<file path="src/rtl/coh_dir_pkg.sv">
package coh_dir_pkg;
  typedef enum logic [1:0] {OP_RD = 2'd0, OP_RFO = 2'd1, OP_WB = 2'd2} op_e;
  typedef enum logic [1:0] {ST_I = 2'd0, ST_S = 2'd1, ST_M = 2'd2} lst_e;
  typedef enum logic [1:0] {SNP_INV = 2'd0, SNP_FLUSH = 2'd1, SNP_SHARE = 2'd2} snp_e;
  typedef enum logic [2:0] {
    F_IDLE, F_CHECK, F_SNOOP, F_MWB, F_MEM, F_RESP
  } fsm_e;
endpackage

</file>
<file path="src/rtl/coh_dir_arb.sv">
module coh_dir_arb (
  input  logic       clk_i,
  input  logic       rst_ni,
  input  logic [1:0] req_i,
  input  logic       take_i,
  output logic       gnt_o
);
  logic last_q;

  assign gnt_o = (&req_i) ? ~last_q : req_i[1];

  always_ff @(posedge clk_i or negedge rst_ni) begin
    if (!rst_ni)     last_q <= 1'b1;
    else if (take_i) last_q <= gnt_o;
  end

  AST_GNT_REQUESTED: assert property (@(posedge clk_i) disable iff (!rst_ni)
    take_i |-> req_i[gnt_o]);
endmodule

</file>
<file path="src/rtl/coh_dir_table.sv">
module coh_dir_table
  import coh_dir_pkg::*;
#(
  parameter int IDX_W = 4,
  parameter int TAG_W = 4
) (
  input  logic                  clk_i,
  input  logic                  rst_ni,
  input  logic [IDX_W-1:0]      rd_idx_i,
  output logic                  rd_vld_o,
  output logic [TAG_W-1:0]      rd_tag_o,
  output logic [1:0][1:0]       rd_st_o,
  input  logic                  wr_en_i,
  input  logic [IDX_W-1:0]      wr_idx_i,
  input  logic [TAG_W-1:0]      wr_tag_i,
  input  logic [1:0][1:0]       wr_st_i
);
  localparam int DEPTH = 1 << IDX_W;

  logic [DEPTH-1:0]       vld_q;
  logic [TAG_W-1:0]       tag_q [DEPTH];
  logic [1:0][1:0]        st_q  [DEPTH];

  always_ff @(posedge clk_i or negedge rst_ni) begin
    if (!rst_ni) begin
      vld_q <= '0;
      for (int i = 0; i < DEPTH; i++) begin
        tag_q[i] <= '0;
        st_q[i]  <= '0;
      end
    end else if (wr_en_i) begin
      vld_q[wr_idx_i] <= 1'b1;
      tag_q[wr_idx_i] <= wr_tag_i;
      st_q[wr_idx_i]  <= wr_st_i;
    end
  end

  assign rd_vld_o = vld_q[rd_idx_i];
  assign rd_tag_o = tag_q[rd_idx_i];
  assign rd_st_o  = st_q[rd_idx_i];

  // a Modified owner excludes any valid copy on the other side
  AST_SINGLE_OWNER: assert property (@(posedge clk_i) disable iff (!rst_ni)
    wr_en_i |-> !((wr_st_i[0] == ST_M && wr_st_i[1] != ST_I) ||
                  (wr_st_i[1] == ST_M && wr_st_i[0] != ST_I)));
endmodule

</file>
<file path="src/rtl/coh_dir_fwd.sv">
module coh_dir_fwd #(
  parameter bit NO_HW = 1'b0
) (
  input  logic       clk_i,
  input  logic       rst_ni,
  input  logic       go_i,
  input  logic [1:0] kind_i,
  input  logic       snp_done_i,
  input  logic       irq_ack_i,
  output logic       snp_valid_o,
  output logic [1:0] snp_kind_o,
  output logic       irq_o,
  output logic       done_o
);
  assign snp_valid_o = go_i & ~NO_HW;
  assign irq_o       = go_i &  NO_HW;
  assign snp_kind_o  = NO_HW ? 2'b00 : kind_i;
  assign done_o      = go_i & (NO_HW ? irq_ack_i : snp_done_i);

  generate
    if (NO_HW) begin : g_irq
      AST_IRQ_HOLD: assert property (@(posedge clk_i) disable iff (!rst_ni)
        irq_o && !irq_ack_i |=> irq_o);
    end else begin : g_bus
      AST_SNP_HOLD: assert property (@(posedge clk_i) disable iff (!rst_ni)
        snp_valid_o && !snp_done_i |=> snp_valid_o && $stable(snp_kind_o));
    end
  endgenerate
endmodule

</file>
<file path="src/rtl/coh_dir.sv">
module coh_dir
  import coh_dir_pkg::*;
#(
  parameter int             AW       = 16,
  parameter int             OFF_W    = 4,
  parameter int             IDX_W    = 4,
  parameter int             WIN_LG   = 12,
  parameter logic [AW-1:0]  WIN_BASE = 16'h4000,
  parameter logic [1:0]     NOCOH    = 2'b10
) (
  input  logic                 clk_i,
  input  logic                 rst_ni,
  input  logic [1:0]           req_valid_i,
  input  logic [1:0][1:0]      req_op_i,
  input  logic [1:0][AW-1:0]   req_addr_i,
  output logic [1:0]           ack_o,
  output logic [1:0]           shared_o,
  output logic [1:0]           snp_valid_o,
  output logic [1:0][1:0]      snp_kind_o,
  output logic [1:0][AW-1:0]   snp_addr_o,
  input  logic [1:0]           snp_done_i,
  output logic [1:0]           irq_o,
  input  logic [1:0]           irq_ack_i,
  output logic                 mem_valid_o,
  output logic                 mem_we_o,
  output logic [AW-1:0]        mem_addr_o,
  input  logic                 mem_ready_i
);
  localparam int TAG_W = WIN_LG - OFF_W - IDX_W;
  localparam logic [AW-1:0] LINE_MASK = {{(AW-OFF_W){1'b1}}, {OFF_W{1'b0}}};

  fsm_e           fsm_q, fsm_d;
  logic           req_q, tgt_q, gnt, cap;
  logic [1:0]     op_q, kind_q;
  logic [AW-1:0]  addr_q, vaddr_q;

  logic           in_win, hit, is_rd, oth, vsel;
  logic [IDX_W-1:0] idx;
  logic [TAG_W-1:0] tag, rd_tag, tbl_tag;
  logic           rd_vld, tbl_we;
  logic [1:0][1:0] rd_st, tbl_st;

  logic           fw_set, fw_tgt_d;
  logic [1:0]     fw_kind_d;
  logic [AW-1:0]  fw_addr_d;
  logic [1:0]     fwd_done;

  assign in_win = addr_q[AW-1:WIN_LG] == WIN_BASE[AW-1:WIN_LG];
  assign idx    = addr_q[OFF_W +: IDX_W];
  assign tag    = addr_q[OFF_W+IDX_W +: TAG_W];
  assign hit    = rd_vld && (rd_tag == tag);
  assign is_rd  = (op_q != OP_RFO) && (op_q != OP_WB);
  assign oth    = ~req_q;
  assign vsel   = (rd_st[0] != ST_I) ? 1'b0 : 1'b1;

  coh_dir_arb u_arb (
    .clk_i, .rst_ni,
    .req_i  (req_valid_i),
    .take_i (cap),
    .gnt_o  (gnt)
  );

  coh_dir_table #(.IDX_W(IDX_W), .TAG_W(TAG_W)) u_tbl (
    .clk_i, .rst_ni,
    .rd_idx_i (idx),
    .rd_vld_o (rd_vld),
    .rd_tag_o (rd_tag),
    .rd_st_o  (rd_st),
    .wr_en_i  (tbl_we),
    .wr_idx_i (idx),
    .wr_tag_i (tbl_tag),
    .wr_st_i  (tbl_st)
  );

  for (genvar p = 0; p < 2; p++) begin : g_fwd
    coh_dir_fwd #(.NO_HW(NOCOH[p])) u_fwd (
      .clk_i, .rst_ni,
      .go_i        ((fsm_q == F_SNOOP) && (tgt_q == 1'(p))),
      .kind_i      (kind_q),
      .snp_done_i  (snp_done_i[p]),
      .irq_ack_i   (irq_ack_i[p]),
      .snp_valid_o (snp_valid_o[p]),
      .snp_kind_o  (snp_kind_o[p]),
      .irq_o       (irq_o[p]),
      .done_o      (fwd_done[p])
    );
    assign snp_addr_o[p] = vaddr_q;
  end

  always_comb begin
    fsm_d     = fsm_q;
    cap       = 1'b0;
    tbl_we    = 1'b0;
    tbl_tag   = rd_tag;
    tbl_st    = rd_st;
    fw_set    = 1'b0;
    fw_tgt_d  = tgt_q;
    fw_kind_d = kind_q;
    fw_addr_d = vaddr_q;
    unique case (fsm_q)
      F_IDLE: if (|req_valid_i) begin
        cap   = 1'b1;
        fsm_d = F_CHECK;
      end
      F_CHECK: begin
        if (!in_win) begin
          fsm_d = F_MEM;
        end else if (!hit) begin
          if (rd_vld && (rd_st[0] != ST_I || rd_st[1] != ST_I)) begin
            // clear the resident line before reuse
            fw_set    = 1'b1;
            fw_tgt_d  = vsel;
            fw_kind_d = (rd_st[vsel] == ST_M) ? SNP_FLUSH : SNP_INV;
            fw_addr_d = {WIN_BASE[AW-1:WIN_LG], rd_tag, idx, {OFF_W{1'b0}}};
            fsm_d     = F_SNOOP;
          end else begin
            tbl_we  = 1'b1;
            tbl_tag = tag;
            tbl_st  = {ST_I, ST_I};
          end
        end else if (is_rd && rd_st[oth] == ST_M) begin
          fw_set    = 1'b1;
          fw_tgt_d  = oth;
          fw_kind_d = SNP_SHARE;
          fw_addr_d = addr_q;
          fsm_d     = F_SNOOP;
        end else if (op_q == OP_RFO && rd_st[oth] != ST_I) begin
          fw_set    = 1'b1;
          fw_tgt_d  = oth;
          fw_kind_d = (rd_st[oth] == ST_M) ? SNP_FLUSH : SNP_INV;
          fw_addr_d = addr_q;
          fsm_d     = F_SNOOP;
        end else begin
          fsm_d = F_MEM;
        end
      end
      F_SNOOP: if (fwd_done[tgt_q]) begin
        tbl_we        = 1'b1;
        tbl_st[tgt_q] = (kind_q == SNP_SHARE) ? ST_S : ST_I;
        fsm_d         = (kind_q == SNP_INV) ? F_CHECK : F_MWB;
      end
      F_MWB: if (mem_ready_i) fsm_d = F_CHECK;
      F_MEM: if (mem_ready_i) begin
        if (in_win) begin
          tbl_we        = 1'b1;
          tbl_st[req_q] = is_rd ? ST_S : ((op_q == OP_RFO) ? ST_M : ST_I);
        end
        fsm_d = F_RESP;
      end
      F_RESP:  fsm_d = F_IDLE;
      default: fsm_d = F_IDLE;
    endcase
  end

  always_ff @(posedge clk_i or negedge rst_ni) begin
    if (!rst_ni) begin
      fsm_q   <= F_IDLE;
      req_q   <= 1'b0;
      op_q    <= '0;
      addr_q  <= '0;
      tgt_q   <= 1'b0;
      kind_q  <= '0;
      vaddr_q <= '0;
    end else begin
      fsm_q <= fsm_d;
      if (cap) begin
        req_q  <= gnt;
        op_q   <= req_op_i[gnt];
        addr_q <= req_addr_i[gnt] & LINE_MASK;
      end
      if (fw_set) begin
        tgt_q   <= fw_tgt_d;
        kind_q  <= fw_kind_d;
        vaddr_q <= fw_addr_d;
      end
    end
  end

  assign mem_valid_o = (fsm_q == F_MEM) || (fsm_q == F_MWB);
  assign mem_we_o    = (fsm_q == F_MWB) || (op_q == OP_WB);
  assign mem_addr_o  = (fsm_q == F_MWB) ? vaddr_q : addr_q;

  always_comb begin
    ack_o    = '0;
    shared_o = '0;
    if (fsm_q == F_RESP) begin
      ack_o[req_q]    = 1'b1;
      shared_o[req_q] = in_win && is_rd;
    end
  end

  AST_ACK_ONEHOT: assert property (@(posedge clk_i) disable iff (!rst_ni)
    $onehot0(ack_o));
  AST_SHARED_WITH_ACK: assert property (@(posedge clk_i) disable iff (!rst_ni)
    (shared_o & ~ack_o) == 2'b00);
  AST_ONE_FORWARD: assert property (@(posedge clk_i) disable iff (!rst_ni)
    $onehot0({snp_valid_o, irq_o}));
  AST_NO_ACK_WHILE_FWD: assert property (@(posedge clk_i) disable iff (!rst_ni)
    (|snp_valid_o || |irq_o) |-> ack_o == 2'b00);
  AST_MEM_HOLD: assert property (@(posedge clk_i) disable iff (!rst_ni)
    mem_valid_o && !mem_ready_i |=> mem_valid_o && $stable(mem_addr_o) && $stable(mem_we_o));
  AST_FWD_ADDR_HOLD: assert property (@(posedge clk_i) disable iff (!rst_ni)
    (|snp_valid_o || |irq_o) && !(|(snp_done_i & snp_valid_o)) && !(|(irq_ack_i & irq_o))
    |=> $stable(snp_addr_o));
endmodule

</file>
<file path="config.mk">
export PLATFORM = sky130hd
export DESIGN_NAME = coh_dir
export DESIGN_NICKNAME = d
export VERILOG_FILES = /design/src/rtl/coh_dir_pkg.sv /design/src/rtl/coh_dir_arb.sv /design/src/rtl/coh_dir_table.sv /design/src/rtl/coh_dir_fwd.sv /design/src/rtl/coh_dir.sv
export SDC_FILE = /design/constraint.sdc
export NUM_CORES = 1
export LEC_CHECK = 0
export BUFFER_PORTS_ARGS = -buffer_cell sky130_fd_sc_hd__buf_2
export CELL_PAD_IN_SITES_DETAIL_PLACEMENT = 1
export CELL_PAD_IN_SITES_GLOBAL_PLACEMENT = 2
export CORE_UTILIZATION = 41
export DETAILED_ROUTE_END_ITERATION = 8
export GPL_TIMING_DRIVEN = 0
export PLACE_DENSITY_LB_ADDON = 0.15
export SLEW_MARGIN = 10
export SYNTH_ARGS = -nofsm -noshare
export SYNTH_HDL_FRONTEND = slang
export SYNTH_HIERARCHICAL = 1
export SYNTH_SLANG_ARGS = --single-unit
</file>
<file path="constraint.sdc">
create_clock -name clk_i -period 4.9 [get_ports clk_i]
set_input_delay 0.245 -clock clk_i [delete_from_list [all_inputs] [get_ports clk_i]]
set_output_delay 0.245 -clock clk_i [all_outputs]
set_load 0.005 [all_outputs]
</file>
==> summary.md <==
| Metric | Value |
|---|---|
| Number of vias after detailed routing | 5782 |
| Die area | 22300 sq um |
| Total clock buffers created by CTS | 17 |
| Number of nets with antenna violations after detailed routing | 0 |
| Root Buffer Master | clkbuf_16 |
| Syn avg cell area | 13.5 sq um |
| Critical Path Source Type | flip-flop |
| Final Max Tran Viols | 0 |
| Number of failing setup endpoints in the final timing report | 0 |
| Core region area | 21200 sq um |
| Synth async-reset ratio | 100% |
| Ratio of total power to cell area | 412 nW/um^2 |
| Detail-routed net length per standard cell | 21.7 microns |
| Library cell appearing most often on the critical path | buf_4 |
| Crit path buffers/inverters | 2 |
| 1st-iter DRT viols | 225 |
| Final weighted congestion in routability-driven placement | 0.762 |
| Family of cells with the greatest summed delay on the critical path | compound AO/OA/AOI/OAI gates |
| First-pass GRT wire length | 36700 microns |
| Worst-path cell with the longest stage delay | o41ai_1 |
| Post-layout total power | 4.30 mW |
| Total overflow reported by the global router | 0 |
| Maximum fanout count along the critical path | 10 |
| Initial antenna violation count | 0 |
| Count of non-filler cells in the finished layout | 1066 |
| Combined global-route utilization of all metal layers | 22.2% |
| Leak | 5.18 nW |
| Clock latency on the worst-skew pair | 0.44 ns |
| Min Tclk post-route | 4.69 ns |
| Worst setup path class | flip-flop to flip-flop |
| DP Worst Slack | -0.294 ns |
| Hold endpoint | addr_q[12] |
| TritonCTS clock tree | built |
| Proportion of power drawn by combinational gates | 27.6% |
| Clk buf depth | 2 |
| Height of the die | 149 microns |
| Worst EP arrival | 5.00 ns |
| Wire length on met3 | 808 microns |
| Worst setup slack for register-to-register paths | 0.21 ns |
| Most instantiated flip-flop cell in the synthesis netlist | dfrtp_1 |
| Highest cell delay on the worst timing path | 0.63 ns |
| Net Switching | 1.40 mW |
| Net total in the final layout | 826 |
| Fin Hold WS | 0.127 ns |
| Cell area after synthesis | 8910 sq um |
| Warnings, synthesis | 6 |
| Top Ports | 107 |
| Number of detailed-routing iterations run before antenna repair | 8 |
| Total Wirelength | 23200 microns |
| Number of stages on the worst hold path | 3 |
| Cell accounting for the most synthesized area | dfrtp_1 |
| Element type at the critical path end | flip-flop |
| Area after detailed placement | 9740 sq um |
| Final hold vios | 0 |
| Launch instance of the worst register-to-register path | addr_q[4] |
| Setup skew after layout | 0.0121 ns |
| Dpl hpwl | 16300 microns |
| Antenna diode count | 0 |
| DP Cell Count | 1027 |
| Placement row count | 53 |
| Maximum level of the CTS H-tree | 4 |
| Number of remaining DRC errors | 0 |
| Period utilization | 95.6% |
| Worst reg2reg path endpoint | u_tbl/st_q[2] |
| Maximum number of pins on one net before global-route repair | 110 |
| Design area | 10400 sq um |
| Area contributors post-synth | dfrtp_1, mux2_2, mux4_2 |
| Number of distinct library cells after synthesis | 59 |
| Most frequently used cell type in the post-synthesis netlist | dfrtp_1 |
| Worst-path cell chain | buf_4, buf_4, mux4_2, a22oi_1, nand2_1, o41ai_1, o211ai_4, o221ai_1, nand3_1, nor2_2, mux2_2 |
| Uppermost metal layer occupied by signal nets | met4 |
| Maximum clock rate | 213 MHz |
| Post-synthesis sequential area ratio | 50.0% |
| Share of total power consumed by net switching | 32.6% |
| Slew at the pin closest to its max-slew limit | 0.761 ns |
| Via count of the first global-routing pass | 6288 |
| Port bufs | 80 |
| Crit path required time | 5.21 ns |
| List of most frequent post-synthesis cells | dfrtp_1, mux2_2, mux4_2, buf_4 |
| Max-slew headroom | 49.1% |
| R2R depth | 11 |
| Count of flip-flops with a built-in enable after synthesis | 0 |
| Initial core utilization | 42.1% |
| Share of Yosys cell area claimed by the top area cell type | 49.7% |
| Outcome | complete, no violations |
| Sequential share of power | 40.4% |
| Number of instances in the synthesized netlist | 658 |
| Start point of the worst hold path | req_addr_i[28] |
| Via count normalized by instance count | 5.42 |
| Met1 routed wirelength after detailed routing | 10400 microns |
| Flip-flop and latch count after synthesis | 178 |
| Clock-pin slew on the worst setup and hold paths | 0.07 ns |
| Met2 routed wirelength | 11500 microns |
| Relative contribution of the clock network to total power | 32.0% |
| Horizontal die dimension | 149 microns |
| Max rail drop VDD | 280 uV |
| Proportion of layout cells with a drive suffix above 1 | 49.4% |
| # clock sinks | 178 |
| Count of max-cap constraint violations | 0 |
| HP Class | primary input to flip-flop |
| Fin worst setup slack | 0.214 ns |
| Area Growth Syn to Fin | 17.0% |
| Cell internal pwr | 2.89 mW |
## repair_timing
item | 4_1_cts | 5_1_grt
hold buffers | 1 | 0
endpoints found under the hold margin | 69 | 0
resized for setup | 4 | 1
endpoints found under the setup margin | 132 | 125
pin swaps | 1 | 2
buffers inserted | 2 | 4
## per-stage QoR
stage                      TNS, ns  util [%]
after CTS                        0      49.1
after global placement      -19.23      45.9
final                            0      49.3
after floorplan                  0         -
after detailed placement    -17.22      46.1
after global routing      -0.00250      49.3
## power groups by stage
stage               logic (mW)  registers [mW]  clock network, mW
finish                    1.19            1.73               1.37
global route              1.30            1.76               1.46
CTS                       1.20            1.74               1.41
detailed placement        1.19            1.76                  0
global placement          1.17            1.75                  0
floorplan                0.811            1.71                  0
## logic make-up after synthesis
group | count (synthesis) | share of synthesized area, %
and+or+nand+nor | 125 | 7.83
xor gates and xnor gates | 4 | 0.393
adders and majority gates | 3 | 0.421
muxes | 211 | 31.2
buffers and inverters | 75 | 5.03
DFF | 178 | 50.0
AOI/OAI and AO/OA | 59 | 5.00
other | 3 | 0.126
## area by class of cell
class,count,area [sq um]
clock inverter,11,128
sequential,178,4460
tap,275,344
buffer,69,429
fill,2185,10700
timing repair buffer,88,505
inverter,6,22.5
clock buffer,21,470
multi-input combinational,418,4070
## flip-flops by register name, summed over array words and instances (netlist names)
signal / cells
u_tbl/tag_q: 64
kind_q: 2
addr_q: 12
vaddr_q: 12
tgt_q: 1
op_q: 2
u_arb/last_q: 1
fsm_q: 3
u_tbl/vld_q: 16
req_q: 1
u_tbl/st_q: 64
## layer usage
metal | global-route usage [%] | up-vias
li1 | - | 2583
met1 | 29.6 | 3056
met2 | 36.8 | 118
met3 | 3.38 | 25
met4 | 7.55 | 0
met5 | 0 | -
## worst reg2reg max path: stages, from the launching register on
cell	delay [ns]
dfrtp_1	0.47
buf_4	0.27
buf_4	0.30
mux4_2	0.58
a22oi_1	0.31
nand2_1	0.23
o41ai_1	0.63
o211ai_4	0.19
o221ai_1	0.26
nand3_1	0.36
nor2_2	0.55
mux2_2	0.41
## layout by cell type (no fill, tap or decap), drive strengths merged, types with 4 or more instances in the layout
cell,Yosys,layout
mux4,36,36
xnor2,4,4
inv,6,7
o211ai,4,4
nand2b,11,11
and2,10,10
conb,3,16
a21oi,17,17
mux2,158,158
nor2,33,33
nand2,24,24
or2,12,12
clkbuf,16,37
buf,53,140
mux2i,17,17
dfrtp,177,177
a22oi,19,19
nor2b,8,8
nand3b,4,4
clkinv,0,5
nand4,4,4
## how the worst max path moves through the flow
| stage | startpoint | to | slack (ns) | depth (start not counted) |
|---|---|---|---|---|
| floorplan | addr_q[4] | u_tbl/tag_q[45] | 1.25 | 12 |
| global placement | addr_q[5] | u_tbl/tag_q[55] | -0.26 | 12 |
| detailed placement | addr_q[5] | u_tbl/tag_q[58] | -0.29 | 12 |
| CTS | addr_q[4] | u_tbl/tag_q[40] | 0.02 | 11 |
| global route | addr_q[4] | u_tbl/tag_q[40] | -0.002 | 11 |
| finish | addr_q[4] | u_tbl/st_q[2] | 0.21 | 11 |
Note: power is estimated with default switching activity, not from simulation.
